## config.mk

```make
export PLATFORM = sky130hd
export DESIGN_NAME = prio_irq_ctrl
export DESIGN_NICKNAME = d
export VERILOG_FILES = /design/src/rtl/irqc_pkg.sv /design/src/rtl/irqc_edge_detect.sv /design/src/rtl/irqc_regs.sv /design/src/rtl/irqc_prio_sel.sv /design/src/rtl/prio_irq_ctrl.sv
export SDC_FILE = /design/constraint.sdc
export NUM_CORES = 1
export LEC_CHECK = 0
export BUFFER_PORTS_ARGS = -buffer_cell sky130_fd_sc_hd__buf_2
export CAP_MARGIN = 10
export CORE_MARGIN = 5
export CORE_UTILIZATION = 55
export DETAILED_ROUTE_END_ITERATION = 12
export PLACE_DENSITY = 0.78
export SLEW_MARGIN = 20
export SYNTH_ARGS = -nofsm -noshare
export SYNTH_HDL_FRONTEND = slang
export SYNTH_SLANG_ARGS = --single-unit
```

## constraint.sdc

```tcl
create_clock -name clk -period 5.8 [get_ports clk]
set_input_delay 0.58 -clock clk [delete_from_list [all_inputs] [get_ports clk]]
set_output_delay 0.58 -clock clk [all_outputs]
set_load 0.02 [all_outputs]
```

## src/rtl/irqc_pkg.sv

```systemverilog
package irqc_pkg;

    localparam int MAX_VEC_W = 16;

    typedef logic [MAX_VEC_W-1:0] line_vec_t;

    localparam logic [7:0] OFS_LEVEL  = 8'h00;
    localparam logic [7:0] OFS_PEND   = 8'h04;
    localparam logic [7:0] OFS_ALIAS  = 8'h08;
    localparam logic [7:0] OFS_CLEAR  = 8'h0C;
    localparam logic [7:0] OFS_STATUS = 8'h10;
    localparam logic [7:0] OFS_BCAST  = 8'h14;
    localparam logic [7:0] OFS_MASK0  = 8'h40;
    localparam logic [7:0] OFS_FORCE0 = 8'h80;
    localparam logic [7:0] OFS_EXT0   = 8'hC0;

    // index of the highest set bit above bit 0, zero when none
    function automatic logic [3:0] msb_index(input line_vec_t v);
        logic [3:0] r;
        r = '0;
        for (int i = 1; i < MAX_VEC_W; i++) begin
            if (v[i]) r = 4'(i);
        end
        return r;
    endfunction

endpackage

```

## src/rtl/irqc_edge_detect.sv

```systemverilog
module irqc_edge_detect #(
    parameter int NUM_LINES = 15
) (
    input  logic                 clk,
    input  logic                 rst_n,
    input  logic [NUM_LINES:0]   lines_i,
    output logic [NUM_LINES:0]   rise_o
);
    localparam logic [NUM_LINES:0] LINE_MASK = {{NUM_LINES{1'b1}}, 1'b0};

    logic [NUM_LINES:0] prev_q;

    always_ff @(posedge clk or negedge rst_n) begin
        if (!rst_n) prev_q <= '0;
        else        prev_q <= lines_i;
    end

    assign rise_o = lines_i & ~prev_q & LINE_MASK;

endmodule

```

## src/rtl/irqc_regs.sv

```systemverilog
module irqc_regs
    import irqc_pkg::*;
#(
    parameter int NUM_LINES = 15,
    parameter int ADDR_W    = 8,
    parameter int DATA_W    = 32,
    parameter int EXT_W     = 4,
    parameter int NUM_W     = 4
) (
    input  logic                 clk,
    input  logic                 rst_n,
    input  logic [NUM_LINES:0]   rise_i,
    input  logic                 bus_wr_i,
    input  logic                 bus_rd_i,
    input  logic [ADDR_W-1:0]    bus_addr_i,
    input  logic [DATA_W-1:0]    bus_wdata_i,
    output logic [DATA_W-1:0]    bus_rdata_o,
    input  logic                 ack_valid_i,
    input  logic [NUM_W-1:0]     ack_num_i,
    output logic [NUM_LINES:0]   level_o,
    output logic [NUM_LINES:0]   active_o
);
    localparam logic [NUM_LINES:0] LINE_MASK = {{NUM_LINES{1'b1}}, 1'b0};
    localparam int CLR_LSB = 16;

    logic [NUM_LINES:0] level_q, pend_q, force_q, bcast_q;
    logic [DATA_W-1:0]  mask_q;
    logic [EXT_W-1:0]   ext_q;

    logic wr_level, wr_alias, wr_clr, wr_bcast, wr_mask, wr_force, wr_ext;
    logic [NUM_LINES:0] wdata_lines, wdata_clrf, clr_vec, ack_vec;
    logic [NUM_LINES:0] set_pend, set_force, force_base, pend_d, force_d;

    // address decode
    assign wr_level = bus_wr_i && (bus_addr_i == ADDR_W'(OFS_LEVEL));
    assign wr_alias = bus_wr_i && (bus_addr_i == ADDR_W'(OFS_ALIAS));
    assign wr_clr   = bus_wr_i && (bus_addr_i == ADDR_W'(OFS_CLEAR));
    assign wr_bcast = bus_wr_i && (bus_addr_i == ADDR_W'(OFS_BCAST));
    assign wr_mask  = bus_wr_i && (bus_addr_i == ADDR_W'(OFS_MASK0));
    assign wr_force = bus_wr_i && (bus_addr_i == ADDR_W'(OFS_FORCE0));
    assign wr_ext   = bus_wr_i && (bus_addr_i == ADDR_W'(OFS_EXT0));

    assign wdata_lines = bus_wdata_i[NUM_LINES:0] & LINE_MASK;
    assign wdata_clrf  = bus_wdata_i[CLR_LSB +: NUM_LINES+1] & LINE_MASK;
    assign clr_vec     = wr_clr ? wdata_lines : '0;

    always_comb begin
        ack_vec = '0;
        if (ack_valid_i) ack_vec[ack_num_i] = 1'b1;
        ack_vec = ack_vec & LINE_MASK;
    end

    // rising edges go to pending or, when broadcast-marked, to force
    assign set_pend  = rise_i & ~bcast_q & LINE_MASK;
    assign set_force = rise_i & bcast_q & LINE_MASK;

    always_comb begin
        if (wr_alias)      force_base = wdata_lines;
        else if (wr_force) force_base = (force_q | wdata_lines) & ~wdata_clrf;
        else               force_base = force_q;
        // clears first, then sets, so a same-cycle set survives
        force_d = (force_base & ~clr_vec & ~ack_vec) | set_force;
        pend_d  = (pend_q & ~clr_vec & ~ack_vec) | set_pend;
    end

    always_ff @(posedge clk or negedge rst_n) begin
        if (!rst_n) begin
            level_q <= '0;
            pend_q  <= '0;
            force_q <= '0;
            bcast_q <= '0;
            mask_q  <= '0;
            ext_q   <= '0;
        end else begin
            pend_q  <= pend_d;
            force_q <= force_d;
            if (wr_level) level_q <= wdata_lines;
            if (wr_bcast) bcast_q <= wdata_lines;
            if (wr_mask)  mask_q  <= {bus_wdata_i[DATA_W-1:1], 1'b0};
            if (wr_ext)   ext_q   <= bus_wdata_i[EXT_W-1:0];
        end
    end

    // read mux; status, clear and unmapped words read zero
    always_comb begin
        bus_rdata_o = '0;
        if (bus_rd_i) begin
            case (bus_addr_i)
                ADDR_W'(OFS_LEVEL):  bus_rdata_o = DATA_W'(level_q);
                ADDR_W'(OFS_PEND):   bus_rdata_o = DATA_W'(pend_q);
                ADDR_W'(OFS_ALIAS):  bus_rdata_o = DATA_W'(force_q);
                ADDR_W'(OFS_BCAST):  bus_rdata_o = DATA_W'(bcast_q);
                ADDR_W'(OFS_MASK0):  bus_rdata_o = mask_q;
                ADDR_W'(OFS_FORCE0): bus_rdata_o = DATA_W'(force_q);
                ADDR_W'(OFS_EXT0):   bus_rdata_o = DATA_W'(ext_q);
                default:             bus_rdata_o = '0;
            endcase
        end
    end

    assign level_o  = level_q;
    assign active_o = (pend_q | force_q) & mask_q[NUM_LINES:0];

    // a non-broadcast rising edge leaves its pending bit set
    p_rise_sets_pend_r3: assert property (@(posedge clk) disable iff (!rst_n)
        (|set_pend) |=> ((pend_q & $past(set_pend)) == $past(set_pend)));

    // a broadcast rising edge leaves its force bit set
    p_bcast_sets_force_r4: assert property (@(posedge clk) disable iff (!rst_n)
        (|set_force) |=> ((force_q & $past(set_force)) == $past(set_force)));

    // a clear write empties the written pending bits unless re-raised
    p_clear_pend_r5: assert property (@(posedge clk) disable iff (!rst_n)
        wr_clr |=> ((pend_q & $past(wdata_lines & ~rise_i)) == '0));

    // acknowledge drops the bit from both registers
    p_ack_clears_r6: assert property (@(posedge clk) disable iff (!rst_n)
        ((|ack_vec) && ((ack_vec & rise_i) == '0))
        |=> (((pend_q | force_q) & $past(ack_vec)) == '0));

    // set/clear word on the per-processor force register
    p_force_setclr_r7: assert property (@(posedge clk) disable iff (!rst_n)
        (wr_force && !ack_valid_i && (rise_i == '0))
        |=> (force_q == (($past(force_q) | $past(wdata_lines)) & ~$past(wdata_clrf))));

    // a rising edge wins against a same-cycle acknowledge
    p_set_wins_r12: assert property (@(posedge clk) disable iff (!rst_n)
        ((|(ack_vec & set_pend))) |=> ((pend_q & $past(ack_vec & set_pend)) != '0));

endmodule

```

## src/rtl/irqc_prio_sel.sv

```systemverilog
module irqc_prio_sel
    import irqc_pkg::*;
#(
    parameter int NUM_LINES = 15,
    parameter int NUM_W     = 4
) (
    input  logic                 clk,
    input  logic                 rst_n,
    input  logic [NUM_LINES:0]   active_i,
    input  logic [NUM_LINES:0]   level_i,
    output logic [NUM_W-1:0]     irq_num_o
);
    localparam int N_GRP = 2;   // group 0 = low level, group 1 = high level

    logic [NUM_LINES:0] grp_vec [N_GRP];
    logic [NUM_W-1:0]   grp_num [N_GRP];
    logic [N_GRP-1:0]   grp_any;

    for (genvar g = 0; g < N_GRP; g++) begin : g_grp
        if (g == 0) begin : g_low
            assign grp_vec[g] = active_i & ~level_i;
        end else begin : g_high
            assign grp_vec[g] = active_i & level_i;
        end
        assign grp_any[g] = |grp_vec[g];
        assign grp_num[g] = NUM_W'(msb_index(line_vec_t'(grp_vec[g])));
    end

    assign irq_num_o = grp_any[1] ? grp_num[1] : grp_num[0];

    // the reported line is actually active
    p_num_active_r9: assert property (@(posedge clk) disable iff (!rst_n)
        (irq_num_o != '0) |-> active_i[irq_num_o]);

    // a high-level line is chosen whenever one is active
    p_high_first_r9: assert property (@(posedge clk) disable iff (!rst_n)
        (|(active_i & level_i)) |-> level_i[irq_num_o]);

    // nothing active means number zero
    p_idle_zero_r9: assert property (@(posedge clk) disable iff (!rst_n)
        (active_i == '0) |-> (irq_num_o == '0));

endmodule

```

## src/rtl/prio_irq_ctrl.sv

```systemverilog
module prio_irq_ctrl #(
    parameter int NUM_LINES = 15,
    parameter int ADDR_W    = 8,
    parameter int DATA_W    = 32,
    parameter int EXT_W     = 4,
    parameter int NUM_W     = $clog2(NUM_LINES + 1)
) (
    input  logic                 clk,
    input  logic                 rst_n,
    input  logic [NUM_LINES:0]   irq_lines_i,
    input  logic                 bus_wr_i,
    input  logic                 bus_rd_i,
    input  logic [ADDR_W-1:0]    bus_addr_i,
    input  logic [DATA_W-1:0]    bus_wdata_i,
    output logic [DATA_W-1:0]    bus_rdata_o,
    input  logic                 ack_valid_i,
    input  logic [NUM_W-1:0]     ack_num_i,
    output logic [NUM_W-1:0]     irq_num_o
);
    logic [NUM_LINES:0] rise, level, active;

    irqc_edge_detect #(.NUM_LINES(NUM_LINES)) u_edge (
        .clk     (clk),
        .rst_n   (rst_n),
        .lines_i (irq_lines_i),
        .rise_o  (rise)
    );

    irqc_regs #(
        .NUM_LINES (NUM_LINES),
        .ADDR_W    (ADDR_W),
        .DATA_W    (DATA_W),
        .EXT_W     (EXT_W),
        .NUM_W     (NUM_W)
    ) u_regs (
        .clk         (clk),
        .rst_n       (rst_n),
        .rise_i      (rise),
        .bus_wr_i    (bus_wr_i),
        .bus_rd_i    (bus_rd_i),
        .bus_addr_i  (bus_addr_i),
        .bus_wdata_i (bus_wdata_i),
        .bus_rdata_o (bus_rdata_o),
        .ack_valid_i (ack_valid_i),
        .ack_num_i   (ack_num_i),
        .level_o     (level),
        .active_o    (active)
    );

    irqc_prio_sel #(.NUM_LINES(NUM_LINES), .NUM_W(NUM_W)) u_prio (
        .clk       (clk),
        .rst_n     (rst_n),
        .active_i  (active),
        .level_i   (level),
        .irq_num_o (irq_num_o)
    );

endmodule

```

==> qor.txt, run 1 <==
Starting DRT DRC Count: 572
Adder and majority gate portion of the synthesized area: 0
Synthesized area: 0.00606 mm²
Number of antenna violations at the first check in global routing: 0
WL/cell: 21.6 µm
Relative slew slack: 0.271
Die X: 115 µm
Endpoint type of the worst setup path: primary output
Vias in the first global route: 5222
Hold Path Class: primary input to asynchronous set/reset pin
CP Class: primary input to primary output
Area of the die: 0.0132 mm²
Ports: 101
Syn Inst Count: 576
Outcome: finished clean
Post-route minimum period: 3460 ps
Yosys top cell area share: 0.454
TritonRoute pass-1 iters: 6
Synth unique cells: 58
Critical Path Fanout Max: 12
CP required: 5220 ps
FP Rows: 38
Initial Utilization: 0.559
Maximum number of pins on one net before global-route repair: 57
Max Clk Rate: 0.289 GHz
# DRC: 0
Worst endpoint data arrival time: 2880 ps
Worst reg-to-reg path cell count: 3
Unrepaired setup endpoints after global routing: no
Final setup viols: 0
WL met1: 7320 µm
Buffers on Ports: 99
Share of cells above drive strength 1: 0.301
DR WL met2: 8380 µm
Final Net Count: 732
Via count: 5150
Ant. Diodes: 0
Area occupied by multi-input gates: 0.00307 mm²
Register area: 0.00275 mm²
Synth Area in Compound Gates: 0.200
Overflow after GRT: 0
Sequential area share after synthesis: 0.454
Cts repair resizes: 0
Yosys reg bits: 110
Post-synthesis simple-gate area fraction: 0.152
Max Used Layer: met4
CTS buffer count: 9
Prevailing post-synth register cell: dfrtp_1
Most frequent cells in the layout: dfrtp_1, buf_2, nor2_1
Core ar.: 0.0108 mm²
Multiplexer share of the synthesized area: 0.152
First-pass GRT wire length: 27700 µm
Htree depth: 3
Mean Syn Cell Area: 10.5 µm²
Post-route ant nets: 0
Tot Pwr: 1.49 mW
Die H: 115 µm
Hold-fix buffers, CTS: 0
Met3 WL: 1450 µm
Async SR Flop Fraction: 1.00
Leakage Power: 3.28 nW
Slew @ Worst Pin: 1090 ps
Detailed Place HPWL: 12300 µm
Max VDD drop: 222 µV
Startpoint types: primary input
Clk pin slew, worst setup/hold paths: 110 ps
P&R area growth vs syn: 12.1%
Hold Vio Cnt, Final: 0
GRT Resource Usage Total: 0.274
CTS sink cnt: 110
Syn_nets: 641
Post-CTS Setup Inserts: 0
Final Max Slew Viols: 0
GP Congestion: 0.992
Post-synth EDFFs: 0
Setup tns final: 0 ps
Crit path capture: bus_rdata_o[12]
Filler instances: 906
Drt via density: 6.34
Clk_lat worst skew: 410 ps
Most common cell after layout, fill and taps aside: dfrtp_1
Synth top area cells: dfrtp_1, mux2_4, mux2_2
RR Endpoint: u_regs.force_q[14]
Worst r2r src: u_regs.force_q[14]
Util after Layout: 0.627
Final period utilization: 0.597
Yosys top cell by area: dfrtp_1
Synth Area in XOR/XNOR: 0.00145
CTS max path bufs: 2
PD cells: 220 mW/mm²
CP startpoint: bus_addr_i[2]
Yosys warnings: 0
Largest family of logic cells by synthesized area: compound AO/OA/AOI/OAI gates
CTS root buf: clkbuf_8
Clock Skews: 12.5 ps
CTS tree: yes
Reg2reg setup slack: 4710 ps
Final WL: 17600 µm
Maximum Capacitance Violations: 0
routing by layer:
layer,vias to the layer above,global-route usage
met1,2509,0.363
met5,-,0
met2,262,0.436
met3,37,0.0642
li1,2342,-
met4,0,0.112
Yosys cell counts, drive strengths merged (2+ instances only):
master	n
a222oi	15
or4	2
clkbuf	4
a22oi	12
nor2	50
nand4	3
nand3	19
and3b	2
mux2i	4
a311oi	3
nor3	7
and3	18
inv	18
nand2	36
o32ai	3
nand3b	2
buf	22
nor4	3
a21o	4
a21oi	43
nand2b	20
or2	5
o21ai	35
nor2b	5
o22ai	15
dfrtp	110
a31oi	3
a221o	7
o211ai	26
mux2	65
a21boi	4
worst min-delay path by stage:
stage,startpoint,to,depth (start not counted)
floorplan,rst_n,u_edge.prev_q[10],0
global placement,u_regs.bcast_q[6],u_regs.pend_q[6],1
detailed placement,u_regs.mask_q[24],u_regs.mask_q[24],1
CTS,rst_n,u_edge.prev_q[1],1
global route,rst_n,u_regs.mask_q[16],1
finish,rst_n,u_regs.mask_q[16],1
logic make-up after synthesis:
kind of cell	after synthesis
compound gates	177
simple gates	175
flops	110
mux	69
buf+inv	44
xor+xnor	1
layout make-up:
cell class | instances | area share
Clock buffer | 11 | 0.0208
Clock inverter | 5 | 0.00515
Inverter | 18 | 0.00994
Multi-Input combinational cell | 422 | 0.452
Sequential cell | 110 | 0.405
Tap cell | 140 | 0.0258
Timing Repair Buffer | 106 | 0.0816
worst max-delay path: stages:
cell and delay (ps):
buf_2 130, or4_4 560, nor4_4 630, buf_6 240, o21ai_2 240, a21oi_1 270, buf_2 210
registers in the layout, indices dropped and copies added (netlist names):
register,flops
u_edge.prev_q,15
u_regs.ext_q,4
u_regs.pend_q,15
u_regs.bcast_q,15
u_regs.mask_q,31
u_regs.level_o,15
u_regs.force_q,15
through the flow:
step / setup slack, ps / hold WS (ps) / std cells / instance area (µm²)
2_1_floorplan: 3060 / 284 / 576 / 6060
3_3_place_gp: 2110 / 485 / 795 / 6610
3_5_place_dp: 2060 / 490 / 795 / 6610
4_1_cts: 2050 / 224 / 811 / 6790
5_1_grt: 2220 / 258 / 812 / 6800
6_report: 2340 / 200 / 812 / 6800
power breakdown:
group          leakage [nW]  switching (mW)  internal (mW)
clock                0.0776           0.282          0.167
sequential             1.42          0.0374          0.805
combinational          1.78           0.116         0.0864
(Power assumes the default switching activity.)
==> inputs of run 2 (changes only) <==
- ABC_AREA: not set -> 1
- clock period: 5.8 -> 3.2 ns (I/O delays scaled with it)
==> qor.txt, run 2 <==
Prevailing post-synth register cell: dfrtp_1
Via count: 5569
Number of antenna violations at the first check in global routing: 0
Detailed Place HPWL: 11500 µm
Final Net Count: 953
Area of the die: 0.0131 mm²
Clk pin slew, worst setup/hold paths: 100 ps
Hold Path Stages: 1
CTS root buf: clkbuf_8
Post-route minimum period: 2600 ps
Final Max Slew Viols: 0
Synthesized area: 0.00600 mm²
Yosys warnings: 0
Hold_sp: irq_lines_i[8]
Commonest cells in the netlist: nand2_1, inv_1, dfrtp_1
CP most frequent cell: buf_2
Worst endpoint data arrival time: 2280 ps
GP Congestion: 0.925
Syn Inst Count: 793
Post-route ant nets: 0
CTS tree: yes
Placed Instances: 1016
Starting DRT DRC Count: 462
Drt via density: 5.39
Hold Path Class: primary input to flop
Yosys top cell area share: 0.459
Setup tns final: 0 ps
Leakage Power: 3.64 nW
Yosys top cell by area: dfrtp_1
# DRC: 0
WL/cell: 15.3 µm
Comb pwr share: 0.178
Die H: 114 µm
Most common cell in the netlist: nand2_1
Most frequent cells in the layout: nand2_1, inv_1, dfrtp_1
Post-CTS Setup Inserts: 0
Ant. Diodes: 0
CP Class: primary input to primary output
CTS sink cnt: 110
Max FFs per register: 31
Synth top area cells: dfrtp_1, nand2_1, inv_1
Net switching power: 0.839 mW
Max VDD drop: 324 µV
Post-synth EDFFs: 0
Worst reg-to-reg path cell count: 5
Relative slew slack: 0.398
Endpoint type of the worst setup path: primary output
Reg2reg setup slack: 2160 ps
Crit path largest cell delay: 500 ps
Vias in the first global route: 5293
Share of cells above drive strength 1: 0.166
Slowest cell on the critical path: inv_1
Hold EP: u_edge.prev_q[8]
Startpoint types: primary input
Worst r2r src: u_regs.force_q[9]
Hold Vio Cnt, Final: 0
P&R area growth vs syn: 13.7%
Flop pwr share: 0.536
Maximum Capacitance Violations: 0
Worst path cell trace: buf_2 > or2_4 > nor3_1 > nand2_1 > inv_1 > a2111oi_0 > nor2_1 > buf_2
Filler instances: 1031
GRT Resource Usage Total: 0.251
Final setup viols: 0
Ports: 101
Outcome: finished clean
Initial Utilization: 0.559
Mean Syn Cell Area: 7.57 µm²
RR Endpoint: u_regs.force_q[9]
Async SR Flop Fraction: 1.00
Die X: 114 µm
Unrepaired setup endpoints after global routing: no
Critical Path Fanout Max: 15
Clk pwr share: 0.285
Synth unique cells: 36
Most common cell after layout, fill and taps aside: nand2_1
TritonRoute pass-1 iters: 5
Clock Skews: 8.26 ps
Non-Filler Instances: 1033
Core ar.: 0.0107 mm²
CTS max path bufs: 2
FP Rows: 38
Maximum number of pins on one net before global-route repair: 48
Largest Register: u_regs.mask_q
Cell Int Power: 2.06 mW
Syn_nets: 858
Final WL: 15800 µm
Overflow after GRT: 0
Switching part of the total power: 0.289
Cts repair resizes: 0
Htree depth: 3
Buffers on Ports: 99
Clk_lat worst skew: 380 ps
Yosys reg bits: 110
First-pass GRT wire length: 25900 µm
Sequential area share after synthesis: 0.459
CP required: 2880 ps
Hold-fix buffers, CTS: 1
CTS buffer count: 9
PD cells: 425 mW/mm²
Max Clk Rate: 0.384 GHz
Final period utilization: 0.814
Slew @ Worst Pin: 897 ps
==> run 2: cell count changes after synthesis, moves of 13 or more <==
cell      previous run  this run
o21ai_0             33        85
and3_1              18         0
a32o_1               1        14
nor2_1              48        70
mux2_2              20         1
o211ai_1            26         0
nand2_1             33       171
mux2_4              40         0
a222oi_1            15         0
o22ai_1             15        33
a21oi_1             43        18
o21ai_1              1        21
inv_1               18       163
nand2b_1            20         0
==> run 2: final cells by class <==
| cell class | count | area, µm² | area share |
|---|---|---|---|
| Clock buffer | 13 | 139 | 0.0204 |
| Inverter | 165 | 619 | 0.0908 |
| Tap cell | 140 | 175 | 0.0257 |
| Clock inverter | 3 | 43.8 | 0.00642 |
| Sequential cell | 110 | 2750 | 0.403 |
| Timing Repair Buffer | 111 | 603 | 0.0884 |
| Multi-Input combinational cell | 491 | 2490 | 0.365 |
==> run 2: through the flow <==
| stage | utilization | power (mW) | hold WS [ps] | cell area (µm²) | setup slack, ps |
|---|---|---|---|---|---|
| global route | 0.635 | 3.05 | 51.0 | 6820 | 419 |
| CTS | 0.635 | 2.91 | 59.3 | 6820 | 656 |
| floorplan | - | 1.90 | 24.4 | 6000 | 1160 |
| global placement | 0.617 | 2.08 | 374 | 6630 | 711 |
| finish | 0.635 | 2.90 | 70.1 | 6820 | 597 |
| detailed placement | 0.617 | 2.10 | 376 | 6630 | 663 |
==> run 2: routing by layer <==
metal / wire [µm] / part of all wire / vias up / global-route usage
li1: - / - / 2748 / -
met1: 6800 / 0.43 / 2611 / 0.333
met2: 7550 / 0.48 / 181 / 0.407
met3: 1020 / 0.064 / 29 / 0.0539
met4: 434 / 0.027 / 0 / 0.0863
met5: 0 / 0 / - / 0
==> run 2: cell families (layout without fill, tap and decap cells) <==
| logic type | Yosys count | in the layout | synth area share |
|---|---|---|---|
| compound gates | 215 | 215 | 0.221 |
| buf+inv | 192 | 292 | 0.127 |
| flops | 110 | 110 | 0.459 |
| mux | 1 | 1 | 0.00188 |
| simple gates | 275 | 275 | 0.192 |
==> run 2: worst max-delay path by stage <==
stage / from / to / slack, ps / depth (start not counted)
final: bus_addr_i[1] / bus_rdata_o[14] / 600 / 8
after CTS: bus_addr_i[1] / bus_rdata_o[13] / 660 / 8
after global placement: bus_addr_i[1] / bus_rdata_o[14] / 710 / 8
after floorplan: bus_addr_i[1] / bus_rdata_o[10] / 1160 / 9
after detailed placement: bus_addr_i[1] / bus_rdata_o[13] / 660 / 8
after global routing: u_regs.pend_q[13] / irq_num_o[0] / 420 / 13
==> run 2: critical path, delay by kind of cell <==
family	cells	cell delay (ps)
AND/OR/NAND/NOR	4	890
AO/OA/AOI/OAI	1	290
buffers and inverters	3	770
==> run 2: power groups by stage <==
stage	combinational (mW)	sequential, mW	clock [mW]
floorplan	0.337	1.57	0
global placement	0.506	1.58	0
detailed placement	0.517	1.58	0
CTS	0.520	1.55	0.836
global route	0.588	1.57	0.899
finish	0.517	1.56	0.827
==> inputs of run 3 (changes only) <==
- ABC_AREA: 1 -> 0
- CORE_UTILIZATION: 55 -> 51
- PLACE_DENSITY: 0.78 -> 0.76
- clock period: 3.2 -> 2.15 ns (I/O delays scaled with it)
==> qor.txt, run 3 (synthesized netlist as in run 1, its figures left out) <==
Outcome: complete, but fails checks
Violated checks: negative setup slack
Filler instances: 896
Hold Path Class: primary input to flop
Initial Utilization: 0.526
Clk_lat worst skew: 360 ps
Area of the die: 0.0142 mm²
Ant. Diodes: 0
Via count: 5572
Relative slew slack: 0.612
CTS buffer count: 9
Worst endpoint data arrival time: 2280 ps
Htree depth: 3
Largest Register: u_regs.mask_q
Final setup margin: -350 ps
Final Net Count: 814
CTS root buf: clkbuf_16
CP Class: flop to primary output
CTS max path bufs: 2
Overflow after GRT: 0
Starting DRT DRC Count: 647
Placed Instances: 854
Slew @ Worst Pin: 582 ps
WL/cell: 20.8 µm
GRT Resource Usage Total: 0.267
CP required: 1930 ps
Drt via density: 6.23
Buffers on Ports: 99
Hold WS: 94.5 ps
Final setup viols: 4
Detailed Place HPWL: 13300 µm
Final Max Slew Viols: 0
Vias in the first global route: 5667
Util after Layout: 0.672
Maximum number of pins on one net before global-route repair: 64
Final period utilization: 1.16
Core ar.: 0.0115 mm²
GP Congestion: 1.03
Die X: 119 µm
Die H: 119 µm
Setup tns final: -1230 ps
Number of antenna violations at the first check in global routing: 0
Clock Skews: 6.72 ps
P&R area growth vs syn: 27.6%
Unrepaired setup endpoints after global routing: yes
Max VDD drop: 485 µV
Post-route minimum period: 2500 ps
Startpoint types: flop
CTS sink cnt: 110
Maximum Capacitance Violations: 0
Post-route ant nets: 0
TritonRoute pass-1 iters: 6
Hold Vio Cnt, Final: 0
# DRC: 0
Endpoint type of the worst setup path: primary output
Non-Filler Instances: 895
Max Clk Rate: 0.400 GHz
Clk pin slew, worst setup/hold paths: 70 ps
FP Rows: 39
Most frequent cells in the layout: dfrtp_1, buf_2, buf_4
Most common cell after layout, fill and taps aside: dfrtp_1
Share of cells above drive strength 1: 0.359
Final WL: 18600 µm
Ports: 101
Max FFs per register: 31
Leakage Power: 3.77 nW
First-pass GRT wire length: 30000 µm
CTS tree: yes
PD cells: 591 mW/mm²
Critical Path Fanout Max: 3
## run 3: cell count changes in the layout (fill, tap and decap cells not counted), sizes merged, moves of 26 or more
| cell | before | now |
|---|---|---|
| inv | 166 | 18 |
| nand2 | 174 | 36 |
| o21ai | 116 | 35 |
| mux2 | 1 | 65 |
| buf | 110 | 172 |
| o211ai | 0 | 26 |
## run 3: per-layer routing
metal / wire length, µm / global-route usage
met1: 7760 / 0.361
met2: 8690 / 0.418
met3: 1700 / 0.0559
met4: 476 / 0.113
met5: 0 / 0
## run 3: final cells by class
class	count	area (µm²)	share of cell area
clock inverter	2	35.0	0.00453
sequential	110	2750	0.356
inverter	18	67.6	0.00874
clock buffer	12	236	0.0306
tap	143	179	0.0231
timing repair buffer	188	1340	0.174
multi-input combinational	422	3120	0.403
## run 3: through the flow
stage	cell area (µm²)	setup slack, ps	total power, mW
global placement	7140	-50.2	2.88
detailed placement	7140	-49.3	2.91
CTS	7680	-306	4.58
global route	7730	-451	4.73
floorplan	6070	62.5	2.59
finish	7730	-350	4.57
## run 3: what timing repair did
item,in CTS,in global routing
pin swaps,10,10
endpoints found under the setup margin,10,30
setup buffers,8,3
hold buffers,16,0
gates cloned,0,0
resized for setup,15,9
hold endpoints to repair,34,0
## run 3: where the power goes
part           internal [mW]  switching (mW)
Clock                  0.891           0.735
Combinational          0.324           0.356
Sequential              2.17          0.0874
## run 3: worst paths after layout
kind / startpoint / endpoint / slack (ps) / cells after the start
hold / removal: bus_wdata_i[16] / u_regs.mask_q[16] / 90 / 2
setup / recovery: u_regs.pend_q[14] / irq_num_o[3] / -350 / 8
hold reg to reg: u_regs.ext_q[3] / u_regs.ext_q[3] / 510 / 1
min in group asynchronous: rst_n / u_regs.pend_q[4] / 280 / 2
max in group asynchronous: rst_n / u_regs.level_o[8] / 1220 / 3
setup reg to reg: u_regs.force_q[1] / u_regs.force_q[1] / 1020 / 5
## run 3: critical path, cell delays in order, from the launching register on
cell and delay, ps:
dfrtp_1 400, o211ai_1 300, nand4_1 200, nor4_2 300, buf_4 150, and3b_2 210, nand3_2 60, o31a_1 150
buf_6 150
